### src/rtl/fr_pkg.sv
package fr_pkg;

  typedef enum logic [1:0] {
    PH_DECODE = 2'd0,
    PH_READ   = 2'd1,
    PH_PROC   = 2'd2,
    PH_WRITE  = 2'd3
  } phase_e;

  typedef enum logic [1:0] {
    OP_NONE  = 2'd0,
    OP_CPL   = 2'd1,
    OP_CMPEQ = 2'd2
  } op_e;

  localparam logic [5:0] CPL_CODE   = 6'b000111;
  localparam logic [6:0] CMPEQ_CODE = 7'b0110001;

endpackage

### src/rtl/fr_phase_seq.sv
module fr_phase_seq
  import fr_pkg::*;
(
  input  logic   clk,
  input  logic   rst_n,
  output phase_e phase_o
);

  phase_e phase_q;
  phase_e phase_d;

  always_comb begin
    unique case (phase_q)
      PH_DECODE: phase_d = PH_READ;
      PH_READ:   phase_d = PH_PROC;
      PH_PROC:   phase_d = PH_WRITE;
      default:   phase_d = PH_DECODE;
    endcase
  end

  always_ff @(posedge clk or negedge rst_n) begin
    if (!rst_n) phase_q <= PH_DECODE;
    else        phase_q <= phase_d;
  end

  assign phase_o = phase_q;

endmodule

### src/rtl/fr_decode.sv
module fr_decode
  import fr_pkg::*;
#(
  parameter int INSTR_W = 16,
  parameter int F_W     = 8,
  parameter int BANK_W  = 4,
  parameter int SPLIT   = 'h60,
  localparam int ADDR_W = F_W + BANK_W
) (
  input  logic [INSTR_W-1:0] instr_i,
  input  logic [BANK_W-1:0]  bank_i,
  output op_e                op_o,
  output logic               to_w_o,
  output logic [ADDR_W-1:0]  addr_o
);

  logic [F_W-1:0] f_field;
  logic           banked;

  assign f_field = instr_i[F_W-1:0];
  assign banked  = instr_i[F_W];
  assign to_w_o  = instr_i[F_W+1];

  always_comb begin
    if (instr_i[INSTR_W-1 -: 6] == CPL_CODE)        op_o = OP_CPL;
    else if (instr_i[INSTR_W-1 -: 7] == CMPEQ_CODE) op_o = OP_CMPEQ;
    else                                             op_o = OP_NONE;
  end

  always_comb begin
    if (banked)                       addr_o = {bank_i, f_field};
    else if (int'(f_field) < SPLIT)   addr_o = {{BANK_W{1'b0}}, f_field};
    else                              addr_o = {{BANK_W{1'b1}}, f_field};
  end

endmodule

### src/rtl/fr_alu.sv
module fr_alu
  import fr_pkg::*;
#(
  parameter int DATA_W = 8
) (
  input  op_e               op_i,
  input  logic [DATA_W-1:0] opnd_i,
  input  logic [DATA_W-1:0] w_i,
  output logic [DATA_W-1:0] result_o,
  output logic              equal_o
);

  always_comb begin
    result_o = '0;
    equal_o  = 1'b0;
    unique case (op_i)
      OP_CPL:   result_o = ~opnd_i;
      OP_CMPEQ: equal_o  = (opnd_i == w_i);
      default:  ;
    endcase
  end

endmodule

### src/rtl/fr_exec.sv
module fr_exec
  import fr_pkg::*;
#(
  parameter int INSTR_W = 16,
  parameter int DATA_W  = 8,
  parameter int BANK_W  = 4,
  parameter int SPLIT   = 'h60,
  localparam int ADDR_W = DATA_W + BANK_W
) (
  input  logic               clk,
  input  logic               rst_n,
  input  logic [INSTR_W-1:0] instr_i,
  input  logic [DATA_W-1:0]  w_i,
  input  logic [BANK_W-1:0]  bank_i,
  output logic [1:0]         phase_o,
  output logic [ADDR_W-1:0]  mem_addr_o,
  output logic               mem_rd_en_o,
  input  logic [DATA_W-1:0]  mem_rd_data_i,
  output logic               mem_wr_en_o,
  output logic [DATA_W-1:0]  mem_wr_data_o,
  output logic               w_wr_en_o,
  output logic [DATA_W-1:0]  w_wr_data_o,
  output logic               skip_o,
  output logic               n_flag_o,
  output logic               z_flag_o
);

  // reset: asserted at once, released on a clock edge
  logic rst_meta_q;
  logic rst_sync_n;

  always_ff @(posedge clk or negedge rst_n) begin
    if (!rst_n) begin
      rst_meta_q <= 1'b0;
      rst_sync_n <= 1'b0;
    end else begin
      rst_meta_q <= 1'b1;
      rst_sync_n <= rst_meta_q;
    end
  end

  phase_e phase;

  fr_phase_seq i_seq (
    .clk     (clk),
    .rst_n   (rst_sync_n),
    .phase_o (phase)
  );

  op_e               dec_op;
  logic              dec_to_w;
  logic [ADDR_W-1:0] dec_addr;

  fr_decode #(
    .INSTR_W (INSTR_W),
    .F_W     (DATA_W),
    .BANK_W  (BANK_W),
    .SPLIT   (SPLIT)
  ) i_dec (
    .instr_i (instr_i),
    .bank_i  (bank_i),
    .op_o    (dec_op),
    .to_w_o  (dec_to_w),
    .addr_o  (dec_addr)
  );

  // decoded-instruction registers, loaded in the decode phase
  op_e               op_q,   op_d;
  logic              to_w_q, to_w_d;
  logic [ADDR_W-1:0] addr_q, addr_d;

  // process-phase results
  logic [DATA_W-1:0] res_q, res_d;
  logic              eq_q,  eq_d;
  logic [DATA_W-1:0] alu_res;
  logic              alu_eq;

  // status flags
  logic n_q, n_d;
  logic z_q, z_d;

  fr_alu #(
    .DATA_W (DATA_W)
  ) i_alu (
    .op_i     (op_q),
    .opnd_i   (mem_rd_data_i),
    .w_i      (w_i),
    .result_o (alu_res),
    .equal_o  (alu_eq)
  );

  logic ld_dec, ld_res, ld_flags;

  assign ld_dec   = (phase == PH_DECODE);
  assign ld_res   = (phase == PH_PROC);
  assign ld_flags = (phase == PH_WRITE) && (op_q == OP_CPL);

  always_comb begin
    op_d   = op_q;
    to_w_d = to_w_q;
    addr_d = addr_q;
    res_d  = res_q;
    eq_d   = eq_q;
    n_d    = n_q;
    z_d    = z_q;
    if (ld_dec) begin
      op_d   = dec_op;
      to_w_d = dec_to_w;
      addr_d = dec_addr;
    end
    if (ld_res) begin
      res_d = alu_res;
      eq_d  = alu_eq;
    end
    if (ld_flags) begin
      n_d = res_q[DATA_W-1];
      z_d = (res_q == '0);
    end
  end

  always_ff @(posedge clk or negedge rst_sync_n) begin
    if (!rst_sync_n) begin
      op_q   <= OP_NONE;
      to_w_q <= 1'b0;
      eq_q   <= 1'b0;
      n_q    <= 1'b0;
      z_q    <= 1'b0;
    end else begin
      op_q   <= op_d;
      to_w_q <= to_w_d;
      eq_q   <= eq_d;
      n_q    <= n_d;
      z_q    <= z_d;
    end
  end

  always_ff @(posedge clk) begin
    addr_q <= addr_d;
    res_q  <= res_d;
  end

  logic in_write;
  assign in_write = (phase == PH_WRITE);

  assign phase_o       = phase;
  assign mem_addr_o    = addr_q;
  assign mem_rd_en_o   = (phase == PH_READ) && (op_q != OP_NONE);
  assign mem_wr_en_o   = in_write && (op_q == OP_CPL) && !to_w_q;
  assign mem_wr_data_o = res_q;
  assign w_wr_en_o     = in_write && (op_q == OP_CPL) && to_w_q;
  assign w_wr_data_o   = res_q;
  assign skip_o        = in_write && (op_q == OP_CMPEQ) && eq_q;
  assign n_flag_o      = n_q;
  assign z_flag_o      = z_q;

endmodule

### config.mk
export PLATFORM = sky130hd
export DESIGN_NAME = fr_exec
export DESIGN_NICKNAME = d
export VERILOG_FILES = /design/src/rtl/fr_pkg.sv /design/src/rtl/fr_phase_seq.sv /design/src/rtl/fr_decode.sv /design/src/rtl/fr_alu.sv /design/src/rtl/fr_exec.sv
export SDC_FILE = /design/constraint.sdc
export NUM_CORES = 1
export LEC_CHECK = 0
export BUFFER_PORTS_ARGS = -buffer_cell sky130_fd_sc_hd__buf_2
export CORE_UTILIZATION = 43
export CTS_CLUSTER_DIAMETER = 120
export CTS_CLUSTER_SIZE = 40
export DETAILED_ROUTE_END_ITERATION = 10
export GPL_TIMING_DRIVEN = 0
export PLACE_DENSITY = 0.9
export SLEW_MARGIN = 40
export SYNTH_ARGS = -nofsm -noshare
export SYNTH_HDL_FRONTEND = slang
export SYNTH_SLANG_ARGS = --single-unit
### constraint.sdc
create_clock -name clk -period 1.01 [get_ports clk]
set_clock_uncertainty 0.1 [all_clocks]
set_input_delay 0.0505 -clock clk [delete_from_list [all_inputs] [get_ports clk]]
set_output_delay 0.0505 -clock clk [all_outputs]
set_load 0.005 [all_outputs]
Yosys cells after proc, flatten, opt, wreduce, memory -nomap -nowiden
Cells that the tools add are included.
{"block": "classes", "magnitude_cmp": 1, "n_eq_ne": 8, "mux": 6, "n_bitwise": 1, "reduce_logical": 10}
{"cell": "two-way mux 12 bit", "count": 2}
{"cell": "== test 8 bit", "count": 1}
{"cell": "zero test 8 bit", "count": 1}
{"cell": "less-than comparator 8 x 7 -> 1 bit, second input constant", "count": 1}
{"cell": "inverter 8 bit", "count": 1}
{"cell": "== test 7 x 6 -> 1 bit, second input constant", "count": 1}
{"cell": "== test 2 bit, second input constant", "count": 3}
{"cell": "== test 6 x 3 -> 1 bit, second input constant", "count": 1}
{"cell": "logical AND 1 bit", "count": 6}
{"cell": "case mux 2 bit (3 select lines)", "count": 1}
{"cell": "== test 2 x 1 -> 1 bit, second input constant", "count": 2}
{"cell": "two-way mux 2 bit", "count": 2}
{"cell": "zero test 2 bit", "count": 1}
{"cell": "nonzero test 2 bit", "count": 1}
{"cell": "zero test 1 bit", "count": 1}
{"cell": "two-way mux 1 bit", "count": 1}
{"block": "word_totals", "reg_bits": 30, "input_bits": 38, "elab_cells": 36}

Longest topological paths before layout
Gate-level depths: netlist (run 1).
{"block": "logic_depth", "word_depth": 3, "mapped_depth": 4, "mapped_depth_nobuf": 4}

Modules after synthesis
From an unflattened synthesis (run 1), not the netlist that was laid out.
{"block": "hier_totals", "cells_unflattened": 110, "hier_area_um2": 1387.6}
{"module": "fr_exec", "instances": 1, "cells_per_inst": 58, "area_per_inst_um2": 997.2, "seq_area_each_um2": 800.8}
{"module": "fr_decode", "instances": 1, "cells_per_inst": 22, "area_per_inst_um2": 145.1, "seq_area_each_um2": 0.0}
{"module": "fr_alu", "instances": 1, "cells_per_inst": 22, "area_per_inst_um2": 140.1, "seq_area_each_um2": 0.0}
{"module": "fr_phase_seq", "instances": 1, "cells_per_inst": 8, "area_per_inst_um2": 105.1, "seq_area_each_um2": 50.0}

Worst setup path before layout (run 1)
No wires, ideal clock.
{"block": "synth_timing", "path_type": "reg2reg", "start": "reg i_seq.phase_q[0], in the netlist i_seq.phase_o[0]", "end": "reg addr_q[0], in the netlist mem_addr_o[0] (enable)", "setup_ps": 374, "arrival_ps": 971, "t_required_ps": 536, "setup_slack_ps": -435, "path_stages_with_launch": 3, "synth_period_minus_slack_ps": 1445, "path_cell_list": "dfrtp_1 inv_1 ha_1"}
{"block": "synth_between", "elab_chain_len": 1}
{"item": "start: declaration", "line": "fr_phase_seq.sv:9", "text": "phase_e phase_q;"}
{"item": "start signal: assignment", "line": "fr_phase_seq.sv:23", "text": "else phase_q <= phase_d;"}
{"item": "zero test 2 bit", "line": "fr_exec.sv:94", "text": "assign ld_dec = (phase == PH_DECODE);"}
{"item": "end signal: assignment", "line": "fr_exec.sv:138", "text": "addr_q <= addr_d;"}
{"item": "end: declaration", "line": "fr_exec.sv:70", "text": "logic [ADDR_W-1:0] addr_q, addr_d;"}
Every way passes these cells.
A chain may end at the register's enable or synchronous reset.

Final worst setup path (run 1)
{"block": "layout_timing", "start": "reg i_seq.phase_q[1], in the netlist i_seq.phase_o[1]", "end": "reg i_seq.phase_q[0], in the netlist i_seq.phase_o[0]"}
{"block": "layout_between", "elab_chain_len": 2, "word_cells_on_any_way": 4}
{"item": "== test 2 bit (tied with other cells)", "line": "fr_phase_seq.sv:13", "text": "unique case (phase_q)"}
{"item": "case mux 2 bit (3 select lines) (*)", "line": "fr_phase_seq.sv:13"}
{"item": "via i_seq.phase_d[0]", "line": "fr_phase_seq.sv:10", "text": "phase_e phase_d;"}
The timed path passes the listed nets; every way through them passes the cells marked *.

==> impl_metrics.py, run 1 <==
metrics = {
    "outcome": {
        "outcome": "finished with violations",
        "violated_checks": "DRC, hold timing, setup timing",
    },
    "clock_network": {
        "clk_latency_ps": 340,
        "tritoncts_num_sinks": 30,
        "h-tree-depth": 2,
        "clock_transition_time_at_the_flip_flop_clock_pins_of_the_worst_setup_and_hold_paths_ps": 90,
        "tritoncts.num_buffers": 5,
        "hold_buffers": 30,
        "tritoncts": "done",
        "cts_buffer_depth": 2,
        "ctsRootBufferMaster": "sky130_fd_sc_hd__clkbuf_4",
    },
    "critical_path": {
        "setup.worst_path.class": "reg -> reg",
        "series_of_cell_instances_along_the_critical_path": "inv_2 > buf_4 > ha_4 > buf_2 > or2_2",
        "regToRegStartpoint": "i_seq.phase_o[1]",
        "reg2reg_setup_slack_ps": -440,
        "crit_slowest_cell": "sky130_fd_sc_hd__dfrtp_2",
        "slowest_delay_ps": 430,
        "reg2regPathDepth": 5,
        "worst_ep_required_time_ps": 1130,
        "worst-endpoint-arrival_ps": 1570,
        "startpoint_types": "flip-flop",
        "crit-reg2reg-capture": "i_seq.phase_o[0]",
        "endpoint_kind": "flip-flop",
        "crit_fanout": 4,
    },
    "global_routing": {
        "globalRoute.totalOverflow": 0,
        "grt_pass1_wl_um": 6000,
        "largest_net_degree_at_the_start_of_global_routing": 20,
        "total_routing_resource_utilization_after_global_routing": 0.257,
        "grt_antenna_before_repair": 0,
        "via_count_of_the_first_global_routing_pass": 1237,
    },
    "min_path": {
        "min_from": "w_i[0]",
        "hold_crit_depth": 4,
        "hold_path.class": "in -> reg",
        "worstHoldEndpoint": "eq_q",
    },
    "power": {
        "internal_power_mw": 1.82,
        "power_frac_clock": 0.322,
        "worst_ir_drop_vdd_uv": 1090,
        "sequential_group_share_of_total_power": 0.562,
        "switching_power_mw": 0.542,
        "cellPowerDensity_nw_per_um2": 982,
        "power.total_mw": 2.36,
        "netSwitchingFraction": 0.229,
        "power.share.combinational": 0.116,
        "total_leakage_power_nw": 1.11,
    },
    "cells_and_area": {
        "drive_above_1_share": 0.548,
        "final.fill_count": 130,
        "final_area_um2": 2410,
        "final_nets": 269,
        "diodes": 0,
        "area_delta_synth_final_pct": 83.1,
        "layout.core_utilization": 0.851,
    },
    "route": {
        "route.detailed.vias_per_inst": 5.23,
        "drc_violation_count_after_routing": 4,
        "postRouteWirelength_um": 4670,
        "routed-via-count": 1354,
        "antenna_violating_nets_remaining": 0,
        "detail_route.iter0.violations": 68,
        "routed_wire_per_std_cell_um": 18.0,
        "drt_first_pass_iters": 7,
    },
    "synthesis": {
        "yosys.cell_types.count": 24,
        "synth_top_area_frac": 0.457,
        "synth.ff_latch_count": 30,
        "post_synth_main_area_contributors": "sky130_fd_sc_hd__edfxtp_1 46%, sky130_fd_sc_hd__dfrtp_1 19%, sky130_fd_sc_hd__xnor2_1 5.3%",
        "yosysSeqAreaShare": 0.647,
        "synthCells": 102,
        "synthSimpleGateAreaFrac": 0.118,
        "synthXorXnorAreaFrac": 0.0533,
        "synth_mux_area_frac": 0.0114,
        "synth_area_um2": 1320,
        "synth_fa_ha_area_frac": 0.0381,
        "complex_gate_fraction_of_the_synthesized_area": 0.0552,
        "synth.net_count": 144,
        "yosysWarningCount": 0,
        "post_synth.cell_area_avg_um2": 12.9,
        "largest_family_of_logic_cells_by_synthesized_area": "simple AND/OR/NAND/NOR gates",
        "synth_largest_area_cell": "sky130_fd_sc_hd__edfxtp_1",
    },
    "placement": {
        "postPlaceCellArea_um2": 1750,
        "place_congestion": 0.792,
        "numPortBuffers": 73,
        "dp_hpwl_um": 2150,
    },
    "timing": {
        "hold-worst-slack_ps": -19.3,
        "hold_viol_final": 1,
        "grt_setup_unrepaired": "yes",
        "final.min_clock_period_ps": 1450,
        "period_share": 1.44,
        "setup_slack_ps": -443,
        "count_of_pins_over_their_slew_limit": 0,
        "max_clock_freq_mhz": 688,
        "fin_setup_tns_ps": -14280,
        "finalSetupViolCount": 63,
    },
    "die": {
        "starting_density": 0.465,
        "fp.coreArea_um2": 2830,
        "num_io_pins": 74,
        "chipHeight_um": 57.3,
        "die-area_um2": 3280,
        "row_count": 19,
        "die_w_um": 57.3,
    },
    "flow_run": {
        "max-cap-violations": 0,
    },
}
flip-flops by register name, summed over array words and instances, names as in the netlist:
name and flops:
eq_q 1, i_seq.phase_o 2, mem_addr_o 12, mem_wr_data_o 8
n_flag_o 1, op_q 2, rst_meta_q 1, rst_sync_n 1
to_w_q 1, z_flag_o 1
routing by layer:
layer,routed length [um],track usage,vias to the layer above,part of all wire
li1,-,-,592,-
met1,1650,0.271,658,0.35
met2,2530,0.467,79,0.54
met3,294,0.0726,25,0.063
met4,191,0.129,0,0.041
met5,0,0,-,0
kinds of logic after synthesis:
logic type	count (synthesis)
and+or+nand+nor	29
xor gates and xnor gates	8
DFF	30
other	1
AOI/OAI and AO/OA	11
adders and majority gates	4
muxes	1
buffers and inverters	18
area by class of cell:
cell class                 count  area, um^2  area share
sequential                    30         853       0.354
timing repair buffer         118         877       0.364
buffer                         8        78.8      0.0327
clock buffer                   7        55.1      0.0229
inverter                      10        40.0      0.0166
clock inverter                 1        5.00     0.00208
multi-input combinational     54         459       0.191
tap                           31        38.8      0.0161
power by group through the flow:
stage,combinational [mW],clock [mW],sequential (mW)
after CTS,0.250,0.747,1.33
after global placement,0.150,0,1.36
after floorplan,0.0558,0,1.35
after detailed placement,0.156,0,1.36
final,0.275,0.760,1.33
after global routing,0.294,0.815,1.33
critical path, delay by kind of cell, from the launching register on:
family / cells / cell delay (ps)
buf+inv: 3 / 360
simple gates: 1 / 280
flops: 1 / 430
fa+ha+maj: 1 / 170
Yosys cell counts, drive strengths merged:
| master | instances |
|---|---|
| edfxtp | 20 |
| nor4b | 1 |
| a211oi | 1 |
| nand4 | 2 |
| ha | 4 |
| o21a | 1 |
| o21ai | 3 |
| dfrtp | 10 |
| buf | 8 |
| nand2 | 4 |
| inv | 10 |
| nand3 | 4 |
| a21oi | 4 |
| o32ai | 1 |
| nor2 | 12 |
| or2 | 1 |
| mux2 | 1 |
| o22ai | 1 |
| conb | 1 |
| and3 | 1 |
| xnor2 | 8 |
| nor4 | 2 |
| nand3b | 1 |
| nor2b | 1 |
stage by stage:
stage | cells | worst slack [ps]
2_1_floorplan | 102 | -239
3_3_place_gp | 206 | -278
3_5_place_dp | 206 | -288
4_1_cts | 250 | -366
5_1_grt | 259 | -484
6_report | 259 | -443
timing repair:
action	4_1_cts	5_1_grt
endpoints found under the setup margin	57	72
gates cloned	0	1
pin swaps	5	0
resized for setup	21	17
setup buffers	6	8
hold endpoints to repair	25	1
worst max-delay path by stage:
stage,startpoint,cells after the start,end,slack [ps]
2_1_floorplan,i_seq.phase_o[1],3,n_flag_o,-240
3_3_place_gp,i_seq.phase_o[1],3,n_flag_o,-280
3_5_place_dp,i_seq.phase_o[1],3,n_flag_o,-290
4_1_cts,i_seq.phase_o[1],4,mem_wr_en_o,-370
5_1_grt,i_seq.phase_o[1],4,mem_rd_en_o,-480
6_report,i_seq.phase_o[1],5,i_seq.phase_o[0],-440
layout by cell type, fill, tap and decap left out, types with 2 or more instances in the layout:
cell type / n
sky130_fd_sc_hd__inv_2: 2
sky130_fd_sc_hd__nor2_2: 3
sky130_fd_sc_hd__ha_4: 3
sky130_fd_sc_hd__dfrtp_2: 2
sky130_fd_sc_hd__nor2_4: 2
sky130_fd_sc_hd__edfxtp_1: 20
sky130_fd_sc_hd__dfrtp_1: 8
sky130_fd_sc_hd__nor2_1: 7
sky130_fd_sc_hd__buf_4: 12
sky130_fd_sc_hd__a21oi_1: 4
sky130_fd_sc_hd__clkbuf_4: 5
sky130_fd_sc_hd__nand4_1: 2
sky130_fd_sc_hd__dlygate4sd3_1: 30
sky130_fd_sc_hd__buf_2: 65
sky130_fd_sc_hd__nand3_1: 3
sky130_fd_sc_hd__buf_6: 16
sky130_fd_sc_hd__buf_12: 3
sky130_fd_sc_hd__nand2_1: 3
sky130_fd_sc_hd__xnor2_1: 8
sky130_fd_sc_hd__inv_1: 7
sky130_fd_sc_hd__o21ai_1: 3
Power figures use the tool's default switching activity.
==> run 2: changes to the inputs <==
==> constraint.sdc (replaced) <==
create_clock -name clk -period 1.41 [get_ports clk]
set_clock_uncertainty 0.1 [all_clocks]
set_input_delay 0.0705 -clock clk [delete_from_list [all_inputs] [get_ports clk]]
set_output_delay 0.0705 -clock clk [all_outputs]
set_load 0.005 [all_outputs]
==> run 2 against run 1 <==
Compared with the run above:
- the run ends with DRC, setup timing left
- flip-flop and latch count is the same
- via count fell by 9.9%
- critical path depth is 1 lower
- die area unchanged
- global-route usage shrank 2.5 points
- sequential share of layout area is 4.9 points higher
- cell count fell by 5.8%
- power decreased by 32%
- clock power is 38% lower
- critical path type is now reg -> out
==> impl_metrics.py, run 2 (synthesis gave the netlist of run 1 again) <==
metrics = {
    "flow_run": {
        "max-cap-violations": 0,
    },
    "cells_and_area": {
        "final_nets": 253,
        "regArea_um2": 853,
        "drive_above_1_share": 0.481,
        "mostFrequentLayoutCells": "72 x sky130_fd_sc_hd__buf_2, 27 x sky130_fd_sc_hd__dlygate4sd3_1, 20 x sky130_fd_sc_hd__edfxtp_1",
        "area_of_the_multi_input_gates_um2": 417,
        "final_area_um2": 2110,
        "largest_register_ffs": 12,
        "final.fill_count": 176,
        "mostFrequentLayoutCell": "sky130_fd_sc_hd__buf_2",
        "area_delta_synth_final_pct": 60.8,
    },
    "critical_path": {
        "reg2reg_setup_slack_ps": 20,
        "crit_path_start": "i_seq.phase_o[1]",
        "worst-endpoint-arrival_ps": 1280,
        "worstSetupEndpoint": "mem_rd_en_o",
        "endpoint_kind": "output pin",
        "setup.worst_path.class": "reg -> out",
        "crit_fanout": 3,
        "reg2regPathDepth": 4,
        "regToRegStartpoint": "i_seq.phase_o[1]",
        "crit-reg2reg-capture": "eq_q",
        "startpoint_types": "flip-flop",
        "worst_ep_required_time_ps": 1240,
    },
    "clock_network": {
        "tritoncts_num_sinks": 30,
        "h-tree-depth": 2,
        "ctsRootBufferMaster": "sky130_fd_sc_hd__clkbuf_4",
        "tritoncts.num_buffers": 5,
        "tritoncts": "done",
        "clock_transition_time_at_the_flip_flop_clock_pins_of_the_worst_setup_and_hold_paths_ps": 80,
        "cts_buffer_depth": 2,
        "clk_latency_ps": 320,
    },
    "timing": {
        "grt_setup_unrepaired": "yes",
        "finalSetupViolCount": 1,
        "period_share": 1.03,
        "count_of_pins_over_their_slew_limit": 0,
        "max_clock_freq_mhz": 690,
        "fin_setup_tns_ps": -39.9,
        "final.min_clock_period_ps": 1450,
        "setup_slack_ps": -39.9,
        "hold_viol_final": 0,
        "hold-worst-slack_ps": 10.3,
    },
    "outcome": {
        "violated_checks": "DRC, setup timing",
        "outcome": "finished with violations",
    },
    "route": {
        "drt_first_pass_iters": 7,
        "routed-via-count": 1220,
        "drc_violation_count_after_routing": 3,
        "detail_route.iter0.violations": 88,
        "antenna_violating_nets_remaining": 0,
        "route.detailed.vias_per_inst": 5.00,
        "routed_wire_per_std_cell_um": 15.9,
        "postRouteWirelength_um": 3870,
    },
    "global_routing": {
        "grt_antenna_before_repair": 1,
        "total_routing_resource_utilization_after_global_routing": 0.232,
        "grt_pass1_wl_um": 5520,
        "largest_net_degree_at_the_start_of_global_routing": 20,
        "via_count_of_the_first_global_routing_pass": 1177,
        "globalRoute.totalOverflow": 0,
    },
    "placement": {
        "place_congestion": 0.821,
        "postPlaceCellArea_um2": 1720,
        "pre_cts_slack_ps": -43.8,
        "dp_hpwl_um": 2170,
        "numPortBuffers": 73,
    },
    "die": {
        "num_io_pins": 74,
        "starting_density": 0.465,
        "die-area_um2": 3280,
        "row_count": 19,
        "chipHeight_um": 57.3,
        "die_w_um": 57.3,
        "fp.coreArea_um2": 2830,
    },
    "power": {
        "total_leakage_power_nw": 0.957,
        "cellPowerDensity_nw_per_um2": 758,
        "worst_ir_drop_vdd_uv": 681,
        "power.total_mw": 1.60,
    },
    "min_path": {
        "hold_path.class": "in -> reg",
        "hold_crit_depth": 4,
        "min_from": "w_i[6]",
    },
}
run 2: cell types whose count changed in the layout (fill, tap and decap cells not counted), moves of 3 or more:
cell / change
sky130_fd_sc_hd__buf_2: +7
sky130_fd_sc_hd__o21ai_1: -3
sky130_fd_sc_hd__o21ai_0: +3
sky130_fd_sc_hd__dlygate4sd3_1: -3
sky130_fd_sc_hd__buf_12: -3
sky130_fd_sc_hd__buf_6: -15
sky130_fd_sc_hd__nor2_1: +4
run 2: final cells by class:
cell class,instances,share of cell area
Clock buffer,8,0.0231
Buffer,8,0.0284
Inverter,10,0.0178
Multi-Input combinational cell,54,0.197
Timing Repair Buffer,102,0.311
Tap cell,31,0.0183
Sequential cell,30,0.404
Antenna cell,1,0.00118
run 2: worst min path at each step:
stage / end / slack [ps]
2_1_floorplan: rst_meta_q / -330
3_3_place_gp: rst_meta_q / -240
3_5_place_dp: rst_meta_q / -240
4_1_cts: eq_q / 2
5_1_grt: mem_addr_o[9] / 10
6_report: eq_q / 10
run 2: stage by stage:
step	cells	util
after floorplan	102	-
after global placement	206	0.609
after detailed placement	206	0.609
after CTS	241	0.723
after global routing	244	0.747
final	244	0.747
run 2: routing by layer:
layer  wire length (um)  share of wire  global-route usage
met1               1410           0.36               0.274
met5                  0              0                   0
met2               2200           0.57               0.403
met3                155          0.040              0.0408
met4                109          0.028               0.125
run 2: timing repair:
action,4_1_cts,5_1_grt
gates resized for setup,1,10
hold buffers,27,0
endpoints found under the hold margin,23,0
buffers inserted,0,2
endpoints found under the setup margin,6,24
pin swaps,1,1
run 2: critical path, cell delays in order, from the launching register on:
cell                      delay (ps)
sky130_fd_sc_hd__dfrtp_1         430
sky130_fd_sc_hd__inv_1           120
sky130_fd_sc_hd__ha_1            190
sky130_fd_sc_hd__o21a_1          100
sky130_fd_sc_hd__buf_2           120
run 2: power breakdown:
part	leakage, nW	total (mW)	internal, mW	switching, mW
registers	0.312	0.953	0.944	0.00838
clock network	0.0266	0.472	0.198	0.274
logic	0.619	0.178	0.112	0.0669
total	0.957	1.60	1.25	0.349
